### src/rtl/mdio_master.sv
module mdio_master #(
  parameter int DIV_W    = 8,
  parameter int DIV_INIT = 2
) (
  input  logic             clk,
  input  logic             rst_n,
  input  logic             cfg_wr,
  input  logic             cfg_c45,
  input  logic             cfg_pre,
  input  logic [DIV_W-1:0] cfg_div,
  input  logic             wdat_wr,
  input  logic [15:0]      wdat,
  input  logic             cmd_wr,
  input  logic [1:0]       cmd_op,
  input  logic [4:0]       cmd_phy,
  input  logic [4:0]       cmd_reg,
  output logic             wr_pending,
  output logic             rd_pending,
  output logic             rd_valid,
  output logic [15:0]      rd_data,
  output logic             mdc,
  output logic             mdio_o,
  output logic             mdio_oe,
  input  logic             mdio_i
);

  localparam int FRAME_W = 32;
  localparam int PRE_W   = 32;
  localparam int IDX_W   = $clog2(FRAME_W + PRE_W);
  localparam int POS_W   = $clog2(FRAME_W);

  logic             c45_q, pre_q;
  logic [DIV_W-1:0] div_q, cnt;
  logic [15:0]      wdat_q;
  logic [FRAME_W-1:0] sreg;
  logic [IDX_W-1:0] idx;
  logic             rd_q, ta_ok, mdc_q;

  logic busy, go, rd_cmd, tick, rise, fall, last, in_frame, rel;
  logic [POS_W-1:0] fpos;
  logic [1:0] st_bits, op_bits;

  assign busy     = wr_pending | rd_pending;
  assign go       = cmd_wr & ~busy;
  assign rd_cmd   = c45_q ? cmd_op[1] : cmd_op[0];
  assign st_bits  = c45_q ? 2'b00 : 2'b01;
  assign op_bits  = c45_q ? cmd_op : (rd_cmd ? 2'b10 : 2'b01);
  assign tick     = busy && (cnt == div_q);
  assign rise     = tick & ~mdc_q;
  assign fall     = tick & mdc_q;
  assign last     = (idx == {IDX_W{1'b1}});
  assign in_frame = idx[IDX_W-1];
  assign fpos     = idx[POS_W-1:0];
  assign rel      = rd_q & in_frame & (fpos >= POS_W'(14));

  assign mdc     = mdc_q;
  assign mdio_o  = busy & (in_frame ? sreg[FRAME_W-1] : 1'b1);
  assign mdio_oe = busy & ~rel;

  always_ff @(posedge clk or negedge rst_n) begin
    if (!rst_n) begin
      c45_q  <= 1'b0;
      pre_q  <= 1'b1;
      div_q  <= DIV_W'(DIV_INIT);
      wdat_q <= '0;
    end else begin
      if (cfg_wr && !busy) begin
        c45_q <= cfg_c45;
        pre_q <= cfg_pre;
        div_q <= cfg_div;
      end
      if (wdat_wr) wdat_q <= wdat;
    end
  end

  always_ff @(posedge clk or negedge rst_n) begin
    if (!rst_n) begin
      wr_pending <= 1'b0;
      rd_pending <= 1'b0;
      rd_valid   <= 1'b0;
      rd_data    <= '0;
      mdc_q      <= 1'b0;
      cnt        <= '0;
      idx        <= '0;
      sreg       <= '0;
      rd_q       <= 1'b0;
      ta_ok      <= 1'b0;
    end else if (go) begin
      cnt        <= '0;
      mdc_q      <= 1'b0;
      idx        <= pre_q ? '0 : IDX_W'(PRE_W);
      sreg       <= {st_bits, op_bits, cmd_phy, cmd_reg, 2'b10, wdat_q};
      rd_q       <= rd_cmd;
      rd_pending <= rd_cmd;
      wr_pending <= ~rd_cmd;
      ta_ok      <= 1'b0;
      if (rd_cmd) rd_valid <= 1'b0;
    end else if (busy) begin
      cnt <= tick ? '0 : cnt + 1'b1;
      if (tick) mdc_q <= ~mdc_q;
      if (rise && rd_q && in_frame) begin
        if (fpos == POS_W'(15)) ta_ok <= ~mdio_i;
        if (fpos[POS_W-1]) rd_data <= {rd_data[14:0], mdio_i};
      end
      if (fall) begin
        if (last) begin
          wr_pending <= 1'b0;
          rd_pending <= 1'b0;
          if (rd_q) rd_valid <= ta_ok;
        end else begin
          idx <= idx + 1'b1;
          if (in_frame) sreg <= {sreg[FRAME_W-2:0], 1'b0};
        end
      end
    end
  end


  pend_excl_chk: assert property (@(posedge clk) disable iff (!rst_n)
    $onehot0({wr_pending, rd_pending}));


  mdc_idle_chk: assert property (@(posedge clk) disable iff (!rst_n)
    !busy |-> !mdc);


  mdio_launch_chk: assert property (@(posedge clk) disable iff (!rst_n)
    (busy && $past(busy) && !$fell(mdc)) |-> $stable(mdio_o));


  cmd_block_chk: assert property (@(posedge clk) disable iff (!rst_n)
    (busy && cmd_wr) |=> (!$rose(rd_pending) && !$rose(wr_pending)));


  cfg_hold_chk: assert property (@(posedge clk) disable iff (!rst_n)
    (busy && $past(busy)) |-> ($stable(div_q) && $stable(c45_q) && $stable(pre_q)));


  valid_end_chk: assert property (@(posedge clk) disable iff (!rst_n)
    $rose(rd_valid) |-> $fell(rd_pending));

endmodule

### config.mk
export PLATFORM = sky130hd
export DESIGN_NAME = mdio_master
export DESIGN_NICKNAME = d
export VERILOG_FILES = /design/src/rtl/mdio_master.sv
export SDC_FILE = /design/constraint.sdc
export NUM_CORES = 1
export LEC_CHECK = 0
export BUFFER_PORTS_ARGS = -buffer_cell sky130_fd_sc_hd__buf_2
export CORE_MARGIN = 2
export CORE_UTILIZATION = 56
export CTS_CLUSTER_SIZE = 28
export DETAILED_ROUTE_END_ITERATION = 8
export HOLD_SLACK_MARGIN = 0.06
export PLACE_DENSITY_LB_ADDON = 0.05
export SLEW_MARGIN = 20
export SYNTH_ARGS = -nofsm -noshare
export SYNTH_HDL_FRONTEND = slang
export SYNTH_SLANG_ARGS = --single-unit
### constraint.sdc
create_clock -name clk -period 2.6 [get_ports clk]
set_clock_uncertainty 0.2 [all_clocks]
set_input_delay 0.39 -clock clk [delete_from_list [all_inputs] [get_ports clk]]
set_output_delay 0.39 -clock clk [all_outputs]
set_load 0.02 [all_outputs]
### Word level (Yosys, flattened, before mapping)

Cells that the tools add are included.

| word-level totals | value |
|---|---|
| register bits after elaboration | 94 |
| word-level logic and storage cells | 92 |
| output and inout port bits | 22 |

| operators by class | value |
|---|---|
| reductions and logical operators | 20 |
| $add $sub $neg | 2 |
| muxes and demuxes | 36 |
| eq/ne operators | 5 |
| $lt $le $gt $ge | 1 |
| bitwise operators | 14 |

Operators with widths:

| kind | number |
|---|---|
| $mux W32 | 5 |
| $mux W6 | 5 |
| $mux W8 | 3 |
| $mux W1 | 21 |
| $reduce_bool A2 Y1 | 8 |
| $reduce_and A3 Y1 | 3 |
| $add A8 B1 Y8 const B | 1 |
| $eq A8 B8 Y1 | 1 |
| $reduce_and A4 Y1 | 2 |
| $and A1 B1 Y1 | 7 |
| $add A6 B1 Y6 const B | 1 |
| $eq A6 B6 Y1 const B | 1 |
| $not A1 Y1 | 6 |
| $eq A5 B4 Y1 const B | 1 |
| $ge A5 B4 Y1 const B | 1 |
| $reduce_and A5 Y1 | 1 |
| $logic_and A1 B1 Y1 | 4 |
| $mux W2 | 2 |
| $ne A2 B1 Y1 const B | 1 |
| $ne A2 B2 Y1 const B | 1 |
| $reduce_and A2 Y1 | 1 |
| $logic_not A1 Y1 | 1 |
| $or A1 B1 Y1 | 1 |

### Logic depth before layout (Yosys ltp)

Gate-level depths: netlist (run 1).

| logic depth | value |
|---|---|
| depth after elaboration | 8 |
| depth in mapped cells | 7 |

### Worst setup path after synthesis (run 1)

No wires, ideal clock.

| timing | value |
|---|---|
| path type | register -> register |
| start point | register cnt[4] |
| end point | register rd_data[10] |
| setup slack | 0.303 ns |
| arrival time | 1.969 ns |
| stages on the path, launching flop included | 7 |
| library setup time | 0.128 ns |
| path buffers | 1 |
| period minus slack after synthesis | 2.297 ns |
| cells stage by stage | dfrtp_1 > xor2_1 > nor4_4 > nand3b_2 > nor4_4 > buf_6 > mux2_1 |

| between the ends | value |
|---|---|
| longest elaborated chain between the ends | 6 |

RTL lines:

| element | RTL line | text |
|---|---|---|
| start: declaration | 33 | `logic [DIV_W-1:0] div_q, cnt;` |
| start signal: assignment | 99 | `cnt <= tick ? '0 : cnt + 1'b1;` |
| $eq A8 B8 Y1 | 48 | `assign tick = busy && (cnt == div_q);` |
| $logic_and A1 B1 Y1 | 48 |  |
| $and A1 B1 Y1 | 49 | `assign rise = tick & ~mdc_q;` |
| $logic_and A1 B1 Y1 (2 in series) | 101 | `if (rise && rd_q && in_frame) begin` |
| $reduce_and A4 Y1 (no line) | - |  |
| end signal: assignment | 103 | `if (fpos[POS_W-1]) rd_data <= {rd_data[14:0], mdio_i};` |
| end: declaration | 20 | `output logic [15:0] rd_data,` |

No other way between the ends.
A chain may end at the register's enable or synchronous reset.

### Worst setup path after layout (run 1)

| timing | value |
|---|---|
| start point | register idx[0] |
| end point | register idx[5] |

| between the ends | value |
|---|---|
| longest elaborated chain between the ends | 5 |

RTL lines:

| element | RTL line | text |
|---|---|---|
| start: declaration | 36 | `logic [IDX_W-1:0] idx;` |
| start signal: assignment | 91 | `idx <= pre_q ? '0 : IDX_W'(PRE_W);` |
| start signal: assignment | 111 | `idx <= idx + 1'b1;` |
| $add A6 B1 Y6 | 111 |  |
| $mux W6 | 106 | `if (last) begin` |
| $mux W6 | 105 | `if (fall) begin` |
| $mux W6 | 98 | `end else if (busy) begin` |
| $mux W6 | 88 | `end else if (go) begin` |

Parallel ways exist; a longest one is shown, timed or not. The select of a mux whose other input is x is not followed.

==> results.md, run 1 <==
- Final Power: 4.24 mW
- Worst hold path class: in -> reg
- Seq/Total Area, Yosys: 0.565
- ANT nets after route: 0
- Status: finished, final reports clean
- Register-to-Register Path Depth: 6
- DR pass1 iterations: 4
- Maxcap violations: 0
- Mapped Cells: 342
- Synth Area in XOR/XNOR: 0.0252
- Final std cells w/o fill: approximately 520
- Async SR Flop Fraction: 1.00
- Die H: roughly 90 um
- Unrepaired setup endpoints after global routing: false
- Initial Utilization: 0.577
- Setup WS post-layout: 0.208 ns
- Launch point of the worst hold path: wdat[3]
- Routed wire length per instance: about 14 um
- Area grow syn2layout: 17.4%
- Slew Limit Fails: 0
- Synth warn: 0
- Largest net degree at the start of global routing: 42
- Worst reg2reg setup slack: 0.21 ns
- Worst-path cell chain: ha_1, and3_1, a31oi_1, nand3_1, o31a_1, o31a_1
- Crit path kind: reg -> reg
- PwrDens: 867 mW/mm2
- Die area: between 0.008 and 0.009 mm2
- Period minus WS final: roughly 2.4 ns
- Data required, critical path: 2.64 ns
- Clock Latency Late Sink: 0.35 ns
- Share of layout cells above drive strength 1: 0.303
- Crit-path max cell delay: 0.44 ns
- Post-synthesis mux area share: 0.201
- Vias in the first global route: 2679
- Overall Global Routing Usage: 0.195
- Synth Area per Inst: 12.2 um2
- Post-route design area: 0.00489 mm2
- Vias per inst: 5.25
- Max VDD drop: 0.522 mV
- Pleak: 2.48 nW
- RR Startpoint: idx[0]
- Place WS: 0.255 ns
- Worst hold path endpoint: wdat_q[3]
- Total number of vias: 2740
- RePlAce Congestion: 0.789
- First-pass GRT wire length: 12800 um
- Placed cell count: 497
- Final setup violation count: 0
- Synth Register Bits: 94
- Post-synthesis cell type count: 33
- Final #Nets: 466
- Setup TNS: 0 ns
- DP HPWL: about 5000 um
- Synth Area in Adders: 0.0120
- Final Hold Vio Count: 0
- Synthesized Nets: slightly below 400
- CP max stage cell: dfrtp_1
- Main combinational cell family by area after synthesis: multiplexers
- Post-synth EDFFs: 0
- Worst-path fanout max: 10
- Core Footprint: 0.00721 mm2
- Initial antenna violation count: 0
- Top FF cell, synth: dfrtp_1
- Clk slew on worst S/H paths: 0.09 ns
- Total clock sinks: 94
- Mapped cell area: between 0.004 and 0.005 mm2
- H-tree depth: 3
- Worst slew pin tran: between 0.5 and 0.6 ns
- DP Area: approximately 0.0046 mm2
- Crit end category: flop
- CP dominant cell by count: o31a_1
- Startpoint types: flop
- Clk buf depth: 2
- Grt ovf: 0
- Violation count after the first detailed-route iteration: 154
- WHS Path Cells: 2
- Port Buffers: 65
- Clk root buf: clkbuf_8
- Period utilization: 0.920
- ANT cells: 0
- Simple-gate area share of the yosys netlist: 0.0997
- Achievable Freq: 418 MHz
- DRC errors left: 0
- DIE WIDTH: 90.2 um
- CTS resizes: 0
- Slew margin rel.: 0.606
- TritonCTS clock tree: done
- R2r endpoint: idx[5]
- WP data arrival: ~2.4 ns
- FP Rows: 31
- Synth Area in Compound Gates: 0.0763
- Post-Route WL: 7330 um
- CTS buffer count: 9
- Num ports: 66
[area by class of cell]
cell class | instances | area, um2
sequential | 94 | 2350
fill | 594 | 2320
multi-input combinational | 228 | 1730
timing repair buffer | 81 | 495
clock buffer | 11 | 141
tap | 99 | 124
clock inverter | 5 | 33.8
inverter | 4 | 15.0
[Yosys cell counts, types with 4 or more instances]
library cell,number,area [um2]
inv_1,4,15.0
nand3_1,8,40.0
and3_1,6,37.5
mux2_2,34,383
nand2b_1,4,25.0
o21ai_0,8,40.0
ha_1,4,50.1
dfrtp_1,92,2300
clkbuf_1,11,41.3
nand2_1,10,37.5
xor2_1,10,87.6
a21oi_1,36,180
nor2_1,32,120
a31oi_1,5,31.3
mux2i_1,34,340
mux2_1,10,113
[cell usage in the layout (no fill, tap or decap), types with 9 or more instances in the layout]
cell,count
mux2_2,34
dlygate4sd3_1,9
buf_2,64
nor2_1,32
xor2_1,10
mux2_1,10
nand2_1,9
a21oi_1,36
mux2i_1,34
dfrtp_1,92
clkbuf_8,10
[critical path: cells and delay by family (launching register included)]
kind / cells / cell delay [ns]
adders and majority gates: 1 / 0.23
DFF: 1 / 0.44
AOI/OAI and AO/OA: 3 / 0.92
and+or+nand+nor: 2 / 0.49
[stage by stage]
step	hold slack (ns)	util
finish	0.0714	0.678
global route	0.0623	0.678
CTS	0.0602	0.678
detailed placement	0.202	0.641
global placement	0.200	0.641
floorplan	-0.106	-
[metal layers]
metal  vias to the layer above  global-route usage  part of all wire
li1                       1360                   -                 -
met1                      1319               0.272              0.48
met2                        54               0.305              0.46
met4                         0              0.0769             0.015
met5                         -                   0                 0
met3                         7              0.0377             0.039
[cells by family (layout without fill, tap and decap cells)]
| logic type | after synthesis | count (layout) |
|---|---|---|
| adder cells (fa/ha/maj) | 4 | 4 |
| AO/OA/AOI/OAI | 57 | 57 |
| AND/OR/NAND/NOR | 77 | 77 |
| buffers and inverters | 20 | 101 |
| flip-flops | 94 | 94 |
| multiplexers | 78 | 78 |
| XOR/XNOR | 12 | 12 |
[registers in the layout (all words and copies together), names as in the netlist, 6 cells and up]
name / cells
sreg: 32
rd_data: 16
wdat_q: 16
cnt: 8
div_q: 8
idx: 6
[power breakdown]
group          switching [mW]  total [mW]  internal (mW)
clock                   0.495       0.870          0.375
sequential              0.349        2.26           1.91
combinational           0.557        1.11          0.555
[what timing repair did]
item                                   in CTS  in global routing
setup buffers                               0                  0
endpoints found under the hold margin      45                  0
hold buffers                                9                  0
[worst max path at each step]
| stage | startpoint | endpoint | cells after the start |
|---|---|---|---|
| after floorplan | cnt[4] | rd_data[10] | 6 |
| after global placement | idx[0] | idx[5] | 6 |
| after detailed placement | cnt[5] | rd_data[2] | 6 |
| after CTS | idx[0] | idx[5] | 6 |
| after global routing | idx[0] | idx[5] | 6 |
| final | idx[0] | idx[5] | 6 |
(Power assumes the default switching activity.)
==> inputs of run 2 (changes only) <==
--- a/config.mk
+++ b/config.mk
@@ -7,7 +7,7 @@
 export LEC_CHECK = 0
 export BUFFER_PORTS_ARGS = -buffer_cell sky130_fd_sc_hd__buf_2
 export CORE_MARGIN = 2
-export CORE_UTILIZATION = 56
+export CORE_UTILIZATION = 55
 export CTS_CLUSTER_SIZE = 28
 export DETAILED_ROUTE_END_ITERATION = 8
 export HOLD_SLACK_MARGIN = 0.06
==> run 2 against run 1 <==
Global-route usage rose by 0.23 points. Power rose by 4.8%. Design area rose by 3.7%. Core utilization rose by 1.8 points. Hold slack improved by 0.0031 ns. First-iteration DRC count fell by 27%. Die area rose by 1.7%. Critical path depth did not move. Combinational power barely moved. Clock-buffer cell count did not move. Register-to-register slack improved by 0.04 ns. Highest routed layer unchanged.
==> results.md, run 2 (synthesis results as in run 1) <==
- Status: finished, final reports clean (unchanged)
- First-pass GRT wire length: 13200 um (was 12800 um)
- Total setup buffers inserted after CTS: 0 (unchanged)
- FP Rows: 31 (unchanged)
- Max VDD drop: 0.415 mV (was 0.522 mV)
- Post-Route WL: 7270 um (was 7330 um)
- Vias per inst: 5.28 (was 5.25)
- Post-route design area: 0.00507 mm2 (was 0.00489 mm2)
- Max reg flops: 32 (unchanged)
- Final #Nets: 479 (was 466)
- DIE WIDTH: 91.0 um (was 90.2 um)
- Clk root buf: clkbuf_8 (unchanged)
- DRC errors left: 0 (unchanged)
- Routed wire length per instance: 13.6 um (was 14.0 um)
- Achievable Freq: 425 MHz (was 418 MHz)
- ANT cells: 0 (unchanged)
- PwrDens: 875 mW/mm2 (was 867 mW/mm2)
- CTS buffer count: 9 (unchanged)
- Regs by FF count: sreg (32), rd_data (16), wdat_q (16) (unchanged)
- Worst slew pin tran: 0.978 ns (was 0.587 ns)
- Clk slew on worst S/H paths: 0.09 ns (about the same)
- Fillers: 586 (was 594)
- Initial Utilization: 0.571 (was 0.577)
- Crit end category: flop (unchanged)
- CTS resizes: 0 (unchanged)
- Worst-path fanout max: 10 (unchanged)
- Num ports: 66 (unchanged)
- DR pass1 iterations: 4 (unchanged)
- Final setup violation count: 0 (unchanged)
- Port Buffers: 65 (unchanged)
- RePlAce Congestion: 0.834 (was 0.789)
- DP HPWL: 4870 um (was 5010 um)
- Area grow syn2layout: 21.8% (was 17.4%)
- Pleak: 2.56 nW (was 2.48 nW)
- Most common cell after layout, fill and taps aside: dfrtp_1 (unchanged)
- Final Hold Vio Count: 0 (unchanged)
- Worst reg2reg setup slack: 0.25 ns (was 0.21 ns)
- Most flops, register: sreg (unchanged)
- Clock Latency Late Sink: 0.36 ns (was 0.35 ns)
- Initial antenna violation count: 0 (unchanged)
- Share of layout cells above drive strength 1: 0.289 (was 0.303)
- TritonCTS clock tree: done (unchanged)
- Clk buf depth: 2 (unchanged)
- Violation count after the first detailed-route iteration: 113 (was 154)
- Crit path kind: reg -> reg (unchanged)
- Total number of vias: 2823 (was 2740)
- WP data arrival: 2.40 ns (was 2.43 ns)
- Die area: 0.00829 mm2 (was 0.00814 mm2)
- Startpoint types: flop (unchanged)
- Largest net degree at the start of global routing: 57 (was 42)
- Vias in the first global route: 2883 (was 2679)
- Slew margin rel.: 0.348 (was 0.606)
- Period minus WS final: 2.35 ns (was 2.39 ns)
- Overall Global Routing Usage: 0.198 (was 0.195)
- Total clock sinks: 94 (unchanged)
- Unrepaired setup endpoints after global routing: false (unchanged)
- Maxcap violations: 0 (unchanged)
- ANT nets after route: 0 (unchanged)
- Grt ovf: 0 (unchanged)
- Period utilization: 0.905 (was 0.920)
- Worst hold path class: in -> reg (unchanged)
- Cts hold-fix bufs: 24 (was 9)
- H-tree depth: 3 (unchanged)
- Most frequent cells in the layout: dfrtp_1 (92), buf_2 (64), a21oi_1 (36) (unchanged)
- Data required, critical path: 2.65 ns (was 2.64 ns)
- Core Footprint: 0.00729 mm2 (was 0.00721 mm2)
- Slew Limit Fails: 0 (unchanged)
- DP Area: 0.00461 mm2 (was 0.00463 mm2)
- Setup TNS: 0 ns (unchanged)
- Die H: 91.0 um (was 90.2 um)
## run 2: worst max-delay path, stage by stage, from the launching register on
cell     delay, ns
dfrtp_1       0.44
ha_1          0.24
and3_1        0.18
a31oi_1       0.25
nand3_1       0.30
o31a_1        0.38
o31a_1        0.27
## run 2: worst paths after layout
| kind | start | endpoint | cells past startpoint |
|---|---|---|---|
| worst min register to register | wdat_q[0] | sreg[0] | 2 |
| worst min-delay path | cmd_phy[2] | sreg[25] | 3 |
| min in group asynchronous | rst_n | div_q[6] | 2 |
| max in group asynchronous | rst_n | idx[0] | 3 |
| worst max-delay path | idx[0] | idx[5] | 6 |
| worst max register to register | idx[0] | idx[5] | 6 |
## run 2: power by group
| part | total (mW) | internal [mW] | switching [mW] |
|---|---|---|---|
| Clock | 1.07 | 0.570 | 0.498 |
| Combinational | 1.12 | 0.564 | 0.559 |
| Sequential | 2.25 | 1.91 | 0.343 |
| Total | 4.44 | 3.04 | 1.40 |
## run 2: metrics by stage
step / util / cells / hold WS [ns] / worst slack [ns] / power (mW)
final: 0.696 / 535 / 0.0744 / 0.247 / 4.44
after global placement: 0.632 / 495 / 0.191 / 0.312 / 3.33
after global routing: 0.696 / 535 / 0.0718 / 0.103 / 4.74
after detailed placement: 0.632 / 495 / 0.197 / 0.260 / 3.38
after CTS: 0.696 / 535 / 0.0615 / 0.257 / 4.49
after floorplan: - / 342 / -0.106 / 0.303 / 3.07
## run 2: metal layers
layer / share of wire / global-route usage / vias to the layer above
met5: 0 / 0 / -
met4: 0.016 / 0.0846 / 0
met3: 0.030 / 0.0307 / 11
met2: 0.48 / 0.315 / 45
met1: 0.48 / 0.270 / 1377
li1: - / - / 1390
## run 2: cell type report
| cell class | count | area [um2] | share of cell area |
|---|---|---|---|
| Timing Repair Buffer | 94 | 631 | 0.124 |
| Clock buffer | 11 | 141 | 0.0279 |
| Tap cell | 99 | 124 | 0.0244 |
| Multi-Input combinational cell | 228 | 1730 | 0.340 |
| Clock inverter | 5 | 81.3 | 0.0160 |
| Inverter | 4 | 15.0 | 0.00296 |
| Sequential cell | 94 | 2350 | 0.464 |
